$ cat src/rtl/chdiv_pkg.sv
package chdiv_pkg;

   typedef enum logic {
      PRE_STAGED  = 1'b0,
      PRE_COUNTER = 1'b1
   } pre_style_e;

   function automatic bit is_pow2(input int unsigned v);
      return (v != 0) && ((v & (v - 1)) == 0);
   endfunction

   function automatic pre_style_e pick_style(input int unsigned n);
      return (is_pow2(n) && n >= 4) ? PRE_STAGED : PRE_COUNTER;
   endfunction

   function automatic int unsigned div_ratio(input int unsigned p,
                                             input int unsigned n,
                                             input int unsigned s);
      return p * n + s;
   endfunction

endpackage

$ cat src/rtl/chdiv_prescaler.sv
module chdiv_prescaler
   import chdiv_pkg::*;
#(
   parameter int unsigned N     = 8,
   parameter pre_style_e  STYLE = PRE_STAGED
) (
   input  logic clk,
   input  logic rst,
   input  logic in_en,
   input  logic mod_hi,
   output logic tick
);

   generate
      if (STYLE == PRE_STAGED) begin : g_staged
         localparam int unsigned K  = $clog2(N);
         localparam int unsigned HW = K - 1;

         logic [1:0]    first_q;
         logic [HW-1:0] upper_q;
         logic          upper_full;
         logic          stretch;
         logic          first_carry;

         assign upper_full  = &upper_q;
         assign stretch     = mod_hi & upper_full;
         assign first_carry = in_en & (first_q == (stretch ? 2'd2 : 2'd1));
         assign tick        = first_carry & upper_full;

         always_ff @(posedge clk) begin
            if (rst) begin
               first_q <= 2'd0;
               upper_q <= '0;
            end else if (in_en) begin
               if (first_carry) begin
                  first_q <= 2'd0;
                  upper_q <= upper_q + HW'(1);
               end else begin
                  first_q <= first_q + 2'd1;
               end
            end
         end
      end else begin : g_counter
         localparam int unsigned CW = $clog2(N + 1);

         logic [CW-1:0] cnt_q;
         logic [CW-1:0] last_val;

         assign last_val = mod_hi ? CW'(N) : CW'(N - 1);
         assign tick     = in_en & (cnt_q == last_val);

         always_ff @(posedge clk) begin
            if (rst) begin
               cnt_q <= '0;
            end else if (in_en) begin
               cnt_q <= tick ? '0 : cnt_q + CW'(1);
            end
         end
      end
   endgenerate

endmodule

$ cat src/rtl/chdiv_prog_cnt.sv
module chdiv_prog_cnt #(
   parameter int unsigned P = 26
) (
   input  logic clk,
   input  logic rst,
   input  logic pre_tick,
   output logic at_last
);

   localparam int unsigned PW = (P > 1) ? $clog2(P) : 1;

   logic [PW-1:0] cnt_q;

   assign at_last = (cnt_q == PW'(P - 1));

   always_ff @(posedge clk) begin
      if (rst) begin
         cnt_q <= '0;
      end else if (pre_tick) begin
         cnt_q <= at_last ? '0 : cnt_q + PW'(1);
      end
   end

endmodule

$ cat src/rtl/chdiv_swallow.sv
module chdiv_swallow #(
   parameter int unsigned SW_W = 5
) (
   input  logic            clk,
   input  logic            rst,
   input  logic            restart,
   input  logic            pre_tick,
   input  logic [SW_W-1:0] s_lim,
   output logic            mod_hi
);

   logic [SW_W-1:0] cnt_q;
   logic            mod_q;
   logic            reached;

   assign reached = (cnt_q == s_lim - SW_W'(1));
   assign mod_hi  = mod_q;

   always_ff @(posedge clk) begin
      if (rst || restart) begin
         cnt_q <= '0;
         mod_q <= 1'b1;
      end else if (pre_tick && mod_q) begin
         cnt_q <= cnt_q + SW_W'(1);
         if (reached) begin
            mod_q <= 1'b0;
         end
      end
   end

endmodule

$ cat src/rtl/chan_divider.sv
module chan_divider
   import chdiv_pkg::*;
#(
   parameter int unsigned N        = 8,
   parameter int unsigned P        = 26,
   parameter int unsigned S_BASE   = 12,
   parameter int unsigned CH_W     = 3,
   parameter int unsigned S_HW_MAX = 24
) (
   input  logic            clk,
   input  logic            rst,
   input  logic            in_en,
   input  logic [CH_W-1:0] ch_sel,
   output logic            out_pulse,
   output logic            mod_ctl
);

   localparam int unsigned S_MAX      = S_BASE + (1 << CH_W) - 1;
   localparam int unsigned SW_W       = $clog2(S_HW_MAX + 1);
   localparam pre_style_e  PRE_STYLE  = pick_style(N);

   generate
      if (N < 2) begin : g_bad_n
         $error("chan_divider: N must be at least 2");
      end
      if (S_BASE < 1) begin : g_bad_base
         $error("chan_divider: S_BASE must be at least 1");
      end
      if (S_MAX > S_HW_MAX) begin : g_bad_span
         $error("chan_divider: channel span exceeds swallow hardware limit");
      end
      if (S_HW_MAX >= P) begin : g_bad_prog
         $error("chan_divider: swallow limit must stay below P");
      end
   endgenerate

   logic            pre_tick;
   logic            prog_last;
   logic [SW_W-1:0] s_act_q;

   assign out_pulse = pre_tick & prog_last;

   always_ff @(posedge clk) begin
      if (rst || out_pulse) begin
         s_act_q <= SW_W'(S_BASE) + SW_W'(ch_sel);
      end
   end

   chdiv_prescaler #(
      .N     (N),
      .STYLE (PRE_STYLE)
   ) u_pre (
      .clk    (clk),
      .rst    (rst),
      .in_en  (in_en),
      .mod_hi (mod_ctl),
      .tick   (pre_tick)
   );

   chdiv_prog_cnt #(
      .P (P)
   ) u_prog (
      .clk      (clk),
      .rst      (rst),
      .pre_tick (pre_tick),
      .at_last  (prog_last)
   );

   chdiv_swallow #(
      .SW_W (SW_W)
   ) u_swal (
      .clk      (clk),
      .rst      (rst),
      .restart  (out_pulse),
      .pre_tick (pre_tick),
      .s_lim    (s_act_q),
      .mod_hi   (mod_ctl)
   );

endmodule

$ cat config.mk
export PLATFORM = sky130hd
export DESIGN_NAME = chan_divider
export DESIGN_NICKNAME = d
export VERILOG_FILES = /design/src/rtl/chdiv_pkg.sv /design/src/rtl/chdiv_prescaler.sv /design/src/rtl/chdiv_prog_cnt.sv /design/src/rtl/chdiv_swallow.sv /design/src/rtl/chan_divider.sv
export SDC_FILE = /design/constraint.sdc
export NUM_CORES = 1
export LEC_CHECK = 0
export ABC_AREA = 1
export BUFFER_PORTS_ARGS = -buffer_cell sky130_fd_sc_hd__buf_2
export CORE_MARGIN = 2
export CORE_UTILIZATION = 35
export DETAILED_ROUTE_END_ITERATION = 6
export PLACE_DENSITY_LB_ADDON = 0.2
export RECOVER_POWER = 100
export SYNTH_ARGS = -nofsm -noshare
export SYNTH_HDL_FRONTEND = slang
export SYNTH_SLANG_ARGS = --single-unit
$ cat constraint.sdc
create_clock -name clk -period 3.5 [get_ports clk]
set_clock_uncertainty 0.2 [all_clocks]
set_input_delay 0.7 -clock clk [delete_from_list [all_inputs] [get_ports clk]]
set_output_delay 0.7 -clock clk [all_outputs]
set_load 0.005 [all_outputs]
==> results.txt, run 1 <==
The final max-slew violation count is 0. Across the VDD grid, the largest voltage drop is 0.000177 V. The transition time at the pin with the least slew margin came out at 482 ps.

The initial cell density of the core came out at 36.5%. The number of placement rows came out at 20. By startpoint and endpoint, the worst setup path is classified as reg -> out. The setup total negative slack came out at 0 ps. Summed over its instances, the top area cell type makes up 26.9% of the synthesized netlist area. The number of global-route vias before repair came out at 842. The final weighted congestion in routability-driven placement came out at 0.752.

For this design the static power due to leakage is 0.572 nW. The worst path uses 78.8% of the clock period. The path class of the tightest hold or removal check is reg -> reg. The register bit count reported by yosys came out at 19. The clock buffer count from CTS came out at 3. The estimated wirelength of the detail-placed design came out at 1550 um. The end-of-flow core utilization is 39.2%. The average via count per standard cell is 4.39.

The clock edge transition at the registers on the reported setup and hold paths came out at 110 ps. Buffers added to address setup during post-CTS repair amount to 0. The final-report hold violation count came out at 0. The sequential element share of the synthesized area came out at 37.7%. Setup repair after global routing left no endpoint under its margin.

The number of inserted diodes came out at 0. The maximum fanout encountered on the critical timing path is 8. The worst pin sits at a relative slew slack of 67.8%. The final layout contains 187 nets. Before antenna repair, the detailed router went through 4 iterations. The count of maximum capacitance violations is 0.

Setup violations remaining at the end of the flow were counted as 0. The most area-hungry cell type in the Yosys netlist is sky130_fd_sc_hd__dfxtp_1. The number of antenna violations at the first check in global routing came to 0.

STA classifies the critical path startpoint as a flop. No sink is reached through more buffers than the 2 on the longest clock path. The final period demand of the worst path came out at 2760 ps. Synthesis handed over a netlist of 164 instances. In the layout the commonest cells are sky130_fd_sc_hd__nand2_1 (57), sky130_fd_sc_hd__inv_1 (31), sky130_fd_sc_hd__nor2_1 (17).

The number of vias in the routed layout came out at 958. The routed length per placed instance is 9.08 um. The wire length of the first global-routing pass came out at 3620 um. The pin count of the biggest net entering global routing is 13.

At the worst endpoint, the arrival time is 1860 ps. Counting every net in the synthesized netlist gives 176. For this run, the number of Yosys warnings is 0. The height of the chip came out at 60.4 um. The floorplan die area is 3650 sq um. The CTS tree is built. STA classifies the critical path endpoint as an output port. The floorplan step set the die width to 60.4 um. Of the cells placed in the final design, the portion with a size suffix greater than 1 is 6.32%. After synthesis, the cell types taking the most area are sky130_fd_sc_hd__dfxtp_1 (27%), sky130_fd_sc_hd__nand2_1 (19%), sky130_fd_sc_hd__edfxtp_1 (11%). The flow ran to the end, and the final reports show no timing, DRC or antenna violations.

The number of cells upsized or downsized after cts is 0. In the routed design, unresolved DRC markers number 0. The quantity of hold-fixing buffers added after cts came out at 0. The critical path data required time came out at 2600 ps. The clock latency of the later-clocked register in the worst-skew pair is 290 ps.

The I/O pin count came out at 8. In this run the cell area of the synthesized design comes to 1110 sq um. The number of buffer cells added on primary ports came out at 7. Power spread over the standard cell area amounts to 321 nW/um^2. The count of cell types in the netlist came out at 20. The area growth from synthesis to layout is 7.41%. The final routed wirelength across all metal layers came out at 1980 um. The global route total overflow came out at 0. The number of H-tree levels is 1.

The average cell area after synthesis is 6.80 sq um. The violation count after the first detailed-route iteration is 27. The library cell used as clock root buffer is sky130_fd_sc_hd__clkbuf_4. Clock tree synthesis found a total of 19 sinks. The global-route usage over all layers is 13.5%. The core area came out at 3050 sq um. Static timing analysis puts the maximum clock frequency at 363 MHz. Once detail routing completed, the nets flagged for antenna violations numbered 0. The most frequent standard cell in the layout excluding fill and tap cells is sky130_fd_sc_hd__nand2_1.
## registers in the layout, indices dropped and copies added, names as in the netlist
signal,count
u_prog.cnt_q,5
u_swal.cnt_q,5
s_act_q,4
u_pre.g_staged.first_q,2
u_pre.g_staged.upper_q,2
u_swal.mod_hi,1
## metal layers
metal  wire [um]  vias to the layer above  share of wire (%)  global-route usage, %
li1            -                      527                  -                      -
met1         976                      411                 49                   17.5
met2         889                       15                 45                   21.1
met3          73                        5                3.7                   3.20
met4          40                        0                2.0                   6.52
met5           0                        -                  0                      0
## power by group
part	internal, mW	switching (mW)
Clock	0.0444	0.0672
Sequential	0.231	0.00415
Combinational	0.0142	0.0238
Total	0.289	0.0952
## critical path: stages (launching register included)
cell and delay [ps]:
sky130_fd_sc_hd__dfxtp_1 380, sky130_fd_sc_hd__ha_1 240, sky130_fd_sc_hd__nand2_1 110, sky130_fd_sc_hd__inv_1 100
sky130_fd_sc_hd__nand3_1 280, sky130_fd_sc_hd__nand2_4 190, sky130_fd_sc_hd__nand3_1 100, sky130_fd_sc_hd__inv_1 60
sky130_fd_sc_hd__buf_2 100
## path summary, 6_finish.rpt
path	from	endpoint	slack [ps]	depth (start not counted)
setup / recovery	u_pre.g_staged.upper_q[0]	out_pulse	740	8
setup reg to reg	u_pre.g_staged.upper_q[0]	s_act_q[3]	1170	7
hold reg to reg	u_swal.mod_hi	u_swal.mod_hi	280	2
hold / removal	u_swal.mod_hi	u_swal.mod_hi	280	2
## cell type report
cell class | count | area [sq um]
fill | 350 | 1860
multi-input combinational | 112 | 542
sequential | 19 | 420
inverter | 32 | 120
tap | 44 | 55.1
timing repair buffer | 7 | 33.8
clock buffer | 4 | 26.3
## kinds of logic after synthesis
logic type,synth area share [%]
compound gates,5.84
xor+xnor,2.36
fa+ha+maj,6.73
buf+inv,11.2
flops,37.7
simple gates,36.1
## cell usage after synthesis (all sizes together)
cell    instances
inv            32
ha              6
nor2           18
nand3          11
buf             1
nand4           4
nand2          58
xnor2           1
a211oi          2
xor2            2
dfxtp          15
edfxtp          4
a21oi           6
o21ai           4
## stage by stage
stage	cells	total power [mW]	instance area, sq um	hold slack, ps	worst slack, ps
3_3_place_gp	214	0.279	1200	242	1200
6_report	218	0.385	1200	282	743
5_1_grt	218	0.410	1200	313	467
3_5_place_dp	214	0.280	1200	289	1150
4_1_cts	218	0.393	1230	305	919
2_1_floorplan	164	0.269	1110	229	1480
No activity file was read; power rests on OpenSTA's default activity.
==> run 2, diff against run 1 <==
--- a/config.mk
+++ b/config.mk
@@ -5,7 +5,7 @@
 export SDC_FILE = /design/constraint.sdc
 export NUM_CORES = 1
 export LEC_CHECK = 0
-export ABC_AREA = 1
+export ABC_AREA = 0
 export BUFFER_PORTS_ARGS = -buffer_cell sky130_fd_sc_hd__buf_2
 export CORE_MARGIN = 2
 export CORE_UTILIZATION = 35
==> constraint.sdc (replaced) <==
create_clock -name clk -period 2.45 [get_ports clk]
set_clock_uncertainty 0.2 [all_clocks]
set_input_delay 0.49 -clock clk [delete_from_list [all_inputs] [get_ports clk]]
set_output_delay 0.49 -clock clk [all_outputs]
set_load 0.005 [all_outputs]
==> results.txt, run 2 <==
The detailed router finished its first iteration with 6 violations. The routed length per placed instance is 11.6 um. The remaining max-slew budget at the tightest pin is 64.8%.

The number of enable flip-flop cells after synthesis is 4. The sequential element share of the synthesized area is 43.1%. The total overflow left after global routing is 0. Cell internal power was estimated by the tool at 0.410 mW. The met3 routed wirelength came out at 27 um.

The met1 routed wirelength after detailed routing is 764 um. The power dissipated by switching net loads came out at 0.128 mW. STA classifies the critical path startpoint as a flop. The final max-slew violation count was 0. The post-detailed-route count of antenna-violating nets is 0.

The repair_antennas step left the layout with diodes totalling 0. The setup check on the worst reg-to-reg path leaves a slack of 330 ps. The critical path in this run is classified as reg -> out. Walking the worst path, the cells encountered are or3b_4 -> a21oi_4 -> and4_2 -> buf_2. Buffers inserted during clock tree synthesis total 3. The area share of the leading cell type in the synthesized netlist is 30.8%. The hold-critical path depth came out at 1. Across the run, the number of max-cap violations was 0. The worst register-to-register path ends at s_act_q[4].

The initial cell density of the core is 36.0%. At the end of the flow, the number of nets in the layout was 122. The proportion of register bits with asynchronous set or reset after synthesis is 0%. The number of nets in the synthesized netlist is 112. The maximum fanout encountered on the critical timing path came out at 6. The number of global-route vias before repair came to 650. The critical path data required time came out at 1760 ps. Global routing consumed, over all layers together, 11.3% of the routing resources. The critical path arrival came out at 1650 ps. In this run the clock root is driven by a sky130_fd_sc_hd__clkbuf_4.

Yosys printed 0 warnings. The maximum number of buffers from clock root to sink came out at 2. The detailed-route DRC error count is 0.

At the pin with the least slew margin, the transition time is 528 ps. The largest registers in the layout are u_prog.cnt_q: 5 flops, u_swal.cnt_q: 5 flops, s_act_q: 4 flops. After clock tree synthesis, the clock-pin slew on the worst setup and hold paths is 110 ps. The die is 56.8 um tall. Wires add up to 1620 um. The flow ran to the end, and the final reports show no timing, DRC or antenna violations. The most numerous cell in the Yosys netlist is sky130_fd_sc_hd__dfxtp_1. Leaving out fill and tap cells, the most frequent cell in the layout is sky130_fd_sc_hd__dfxtp_1. The final-report hold violation count came out at 0.

The average cell area after synthesis came out at 9.76 sq um. The most area-hungry cell type in the Yosys netlist is sky130_fd_sc_hd__dfxtp_1. The cell area after technology mapping is 976 sq um. Signal routing reaches up to met4.

The number of buffer cells added on primary ports is 7. Sorting the synthesized cells by area gives the leading types as sky130_fd_sc_hd__dfxtp_1 (31%), sky130_fd_sc_hd__edfxtp_1 (12%), sky130_fd_sc_hd__xor2_1 (8.1%). Summed over all failing endpoints, the final setup total negative slack is 0 ps. The I/O pin count is 8. In this run the core area contains 19 standard-cell rows. In this run, distinct cell masters in the synthesized netlist total 29. For this run, the top clock speed supported by timing is 428 MHz. The combinational share of power came out at 8.5%. The detailed-routing iteration count for the pre-antenna-repair pass is 3. Among all flip-flop cells after synthesis, the most frequent one is sky130_fd_sc_hd__dfxtp_1. The worst-case vdd ir drop came out at 0.000333 V. The clock latency of the later-clocked register in the worst-skew pair is 290 ps. The share of cells above drive strength 1 came out at 12.8%. The worst setup path is captured at an output port. The path with the worst hold slack has its endpoint at s_act_q[1].

The number of H-tree levels is 1. Leaving out fill and tap cells, the most frequent cells in the layout are sky130_fd_sc_hd__dfxtp_1 (14), sky130_fd_sc_hd__nor2_1 (10), sky130_fd_sc_hd__xor2_1 (9). Counting cells, the worst reg-to-reg path comes to 3. Per report_power, the clock group accounts for 29.2% of the total. The number of antenna violations at the first check in global routing is 0. The final weighted congestion in routability-driven placement is 0.732. Sorting the synthesized cells by how often they occur yields sky130_fd_sc_hd__dfxtp_1 (15), sky130_fd_sc_hd__nor2_1 (10), sky130_fd_sc_hd__xor2_1 (9). TritonCTS built the clock tree. The part of the cycle the worst path needs is 95.4%. Detailed routing placed a total of 813 um of wire on met2. The register bit count reported by yosys came out at 19. The smallest clock period supported by the final layout is computed as 2340 ps. The wire-length estimate of the detail-placed layout is 1270 um. The floorplan die area came out at 3230 sq um. The total design power came out at 0.538 mW. The width of the die is 56.8 um. The tightest min-delay check is of the in -> reg type.

The total clock sinks is 19. The switching part of the total is 23.8%. The quantity of hold-fixing buffers added after cts came out at 0.

The final setup violation count is 0. The number of vias in the routed layout came out at 704. The wire length of the first global-routing pass is 2860 um.

Hold is met by 168 ps. The sequential share of power is 62.4%. Setup repair after global routing left no endpoint under its margin. The startpoint of the tightest hold check path is ch_sel[1]. The library cell contributing the largest single delay on the critical path is sky130_fd_sc_hd__or3b_4.

The number of fillers in the final layout came out at 295. The average via count per standard cell is 5.03. The gate count after technology mapping came out at 100. The core area is 2710 sq um. The worst register-to-register path begins at u_pre.g_staged.first_q[0]. The analysis attributes to cell leakage a power of 0.423 nW. The pin count of the biggest net entering global routing came out at 16. Relative to the synthesized area, the layout overhead comes to 8.59%.

The longest individual stage delay on the worst path came out at 420 ps. Power spread over the standard cell area amounts to 508 nW/um^2.
[run 2: layout make-up]
type	instances	area [sq um]	share of cell area, %
Timing Repair Buffer	7	33.8	3.19
Clock inverter	1	5.00	0.472
Multi-Input combinational cell	72	512	48.3
Inverter	7	26.3	2.48
Clock buffer	3	22.5	2.13
Sequential cell	19	422	39.8
Tap cell	31	38.8	3.66
[run 2: cells by family (layout without fill, tap and decap cells)]
| logic type | count (synthesis) | after routing | synth area share, % |
|---|---|---|---|
| AOI/OAI and AO/OA | 15 | 15 | 11.2 |
| buffers and inverters | 9 | 18 | 4.36 |
| xor gates and xnor gates | 15 | 15 | 13.5 |
| DFF | 19 | 19 | 43.1 |
| muxes | 1 | 1 | 1.03 |
| adders and majority gates | 6 | 6 | 7.69 |
| and+or+nand+nor | 35 | 35 | 19.2 |
[run 2: power groups by stage]
stage | Combinational [mW] | Clock (mW) | Sequential (mW)
finish | 0.0455 | 0.157 | 0.336
detailed placement | 0.0462 | 0 | 0.343
global placement | 0.0463 | 0 | 0.342
global route | 0.0522 | 0.180 | 0.338
CTS | 0.0465 | 0.168 | 0.336
floorplan | 0.0357 | 0 | 0.341
[run 2: how the worst max path moves through the flow]
stage,startpoint,end,cells after the start,slack [ps]
floorplan,u_pre.g_staged.first_q[0],out_pulse,3,540
global placement,u_pre.g_staged.first_q[0],out_pulse,4,410
detailed placement,u_pre.g_staged.first_q[0],out_pulse,4,400
CTS,u_pre.g_staged.first_q[0],out_pulse,4,40
global route,u_pre.g_staged.first_q[0],out_pulse,4,10
finish,u_pre.g_staged.first_q[0],out_pulse,4,110
[run 2: per-layer routing]
metal | vias up | global-route usage (%)
met3 | 2 | 2.07
met2 | 2 | 18.8
met1 | 339 | 14.2
li1 | 361 | -
met4 | 0 | 4.98
met5 | - | 0
[run 2: repair_timing]
action / in CTS / in global routing
resized for setup: 0 / 1
hold endpoints to repair: 0 / 0
buffers inserted: 0 / 0
setup endpoints to repair: 0 / 1
[run 2: critical path, delay by kind of cell (launching register included)]
kind / cells / cell delay [ps]
flip-flops: 1 / 390
buffers and inverters: 1 / 100
AO/OA/AOI/OAI: 1 / 210
AND/OR/NAND/NOR: 2 / 650
[run 2: stage by stage]
| stage | util (%) | setup WS, ps | cell area, sq um | cells |
|---|---|---|---|---|
| final | 39.1 | 113 | 1060 | 140 |
| after global routing | 39.1 | 11.9 | 1060 | 140 |
| after CTS | 39.2 | 43.2 | 1060 | 140 |
| after detailed placement | 38.1 | 405 | 1030 | 136 |
| after global placement | 38.1 | 413 | 1030 | 136 |
| after floorplan | - | 537 | 976 | 100 |
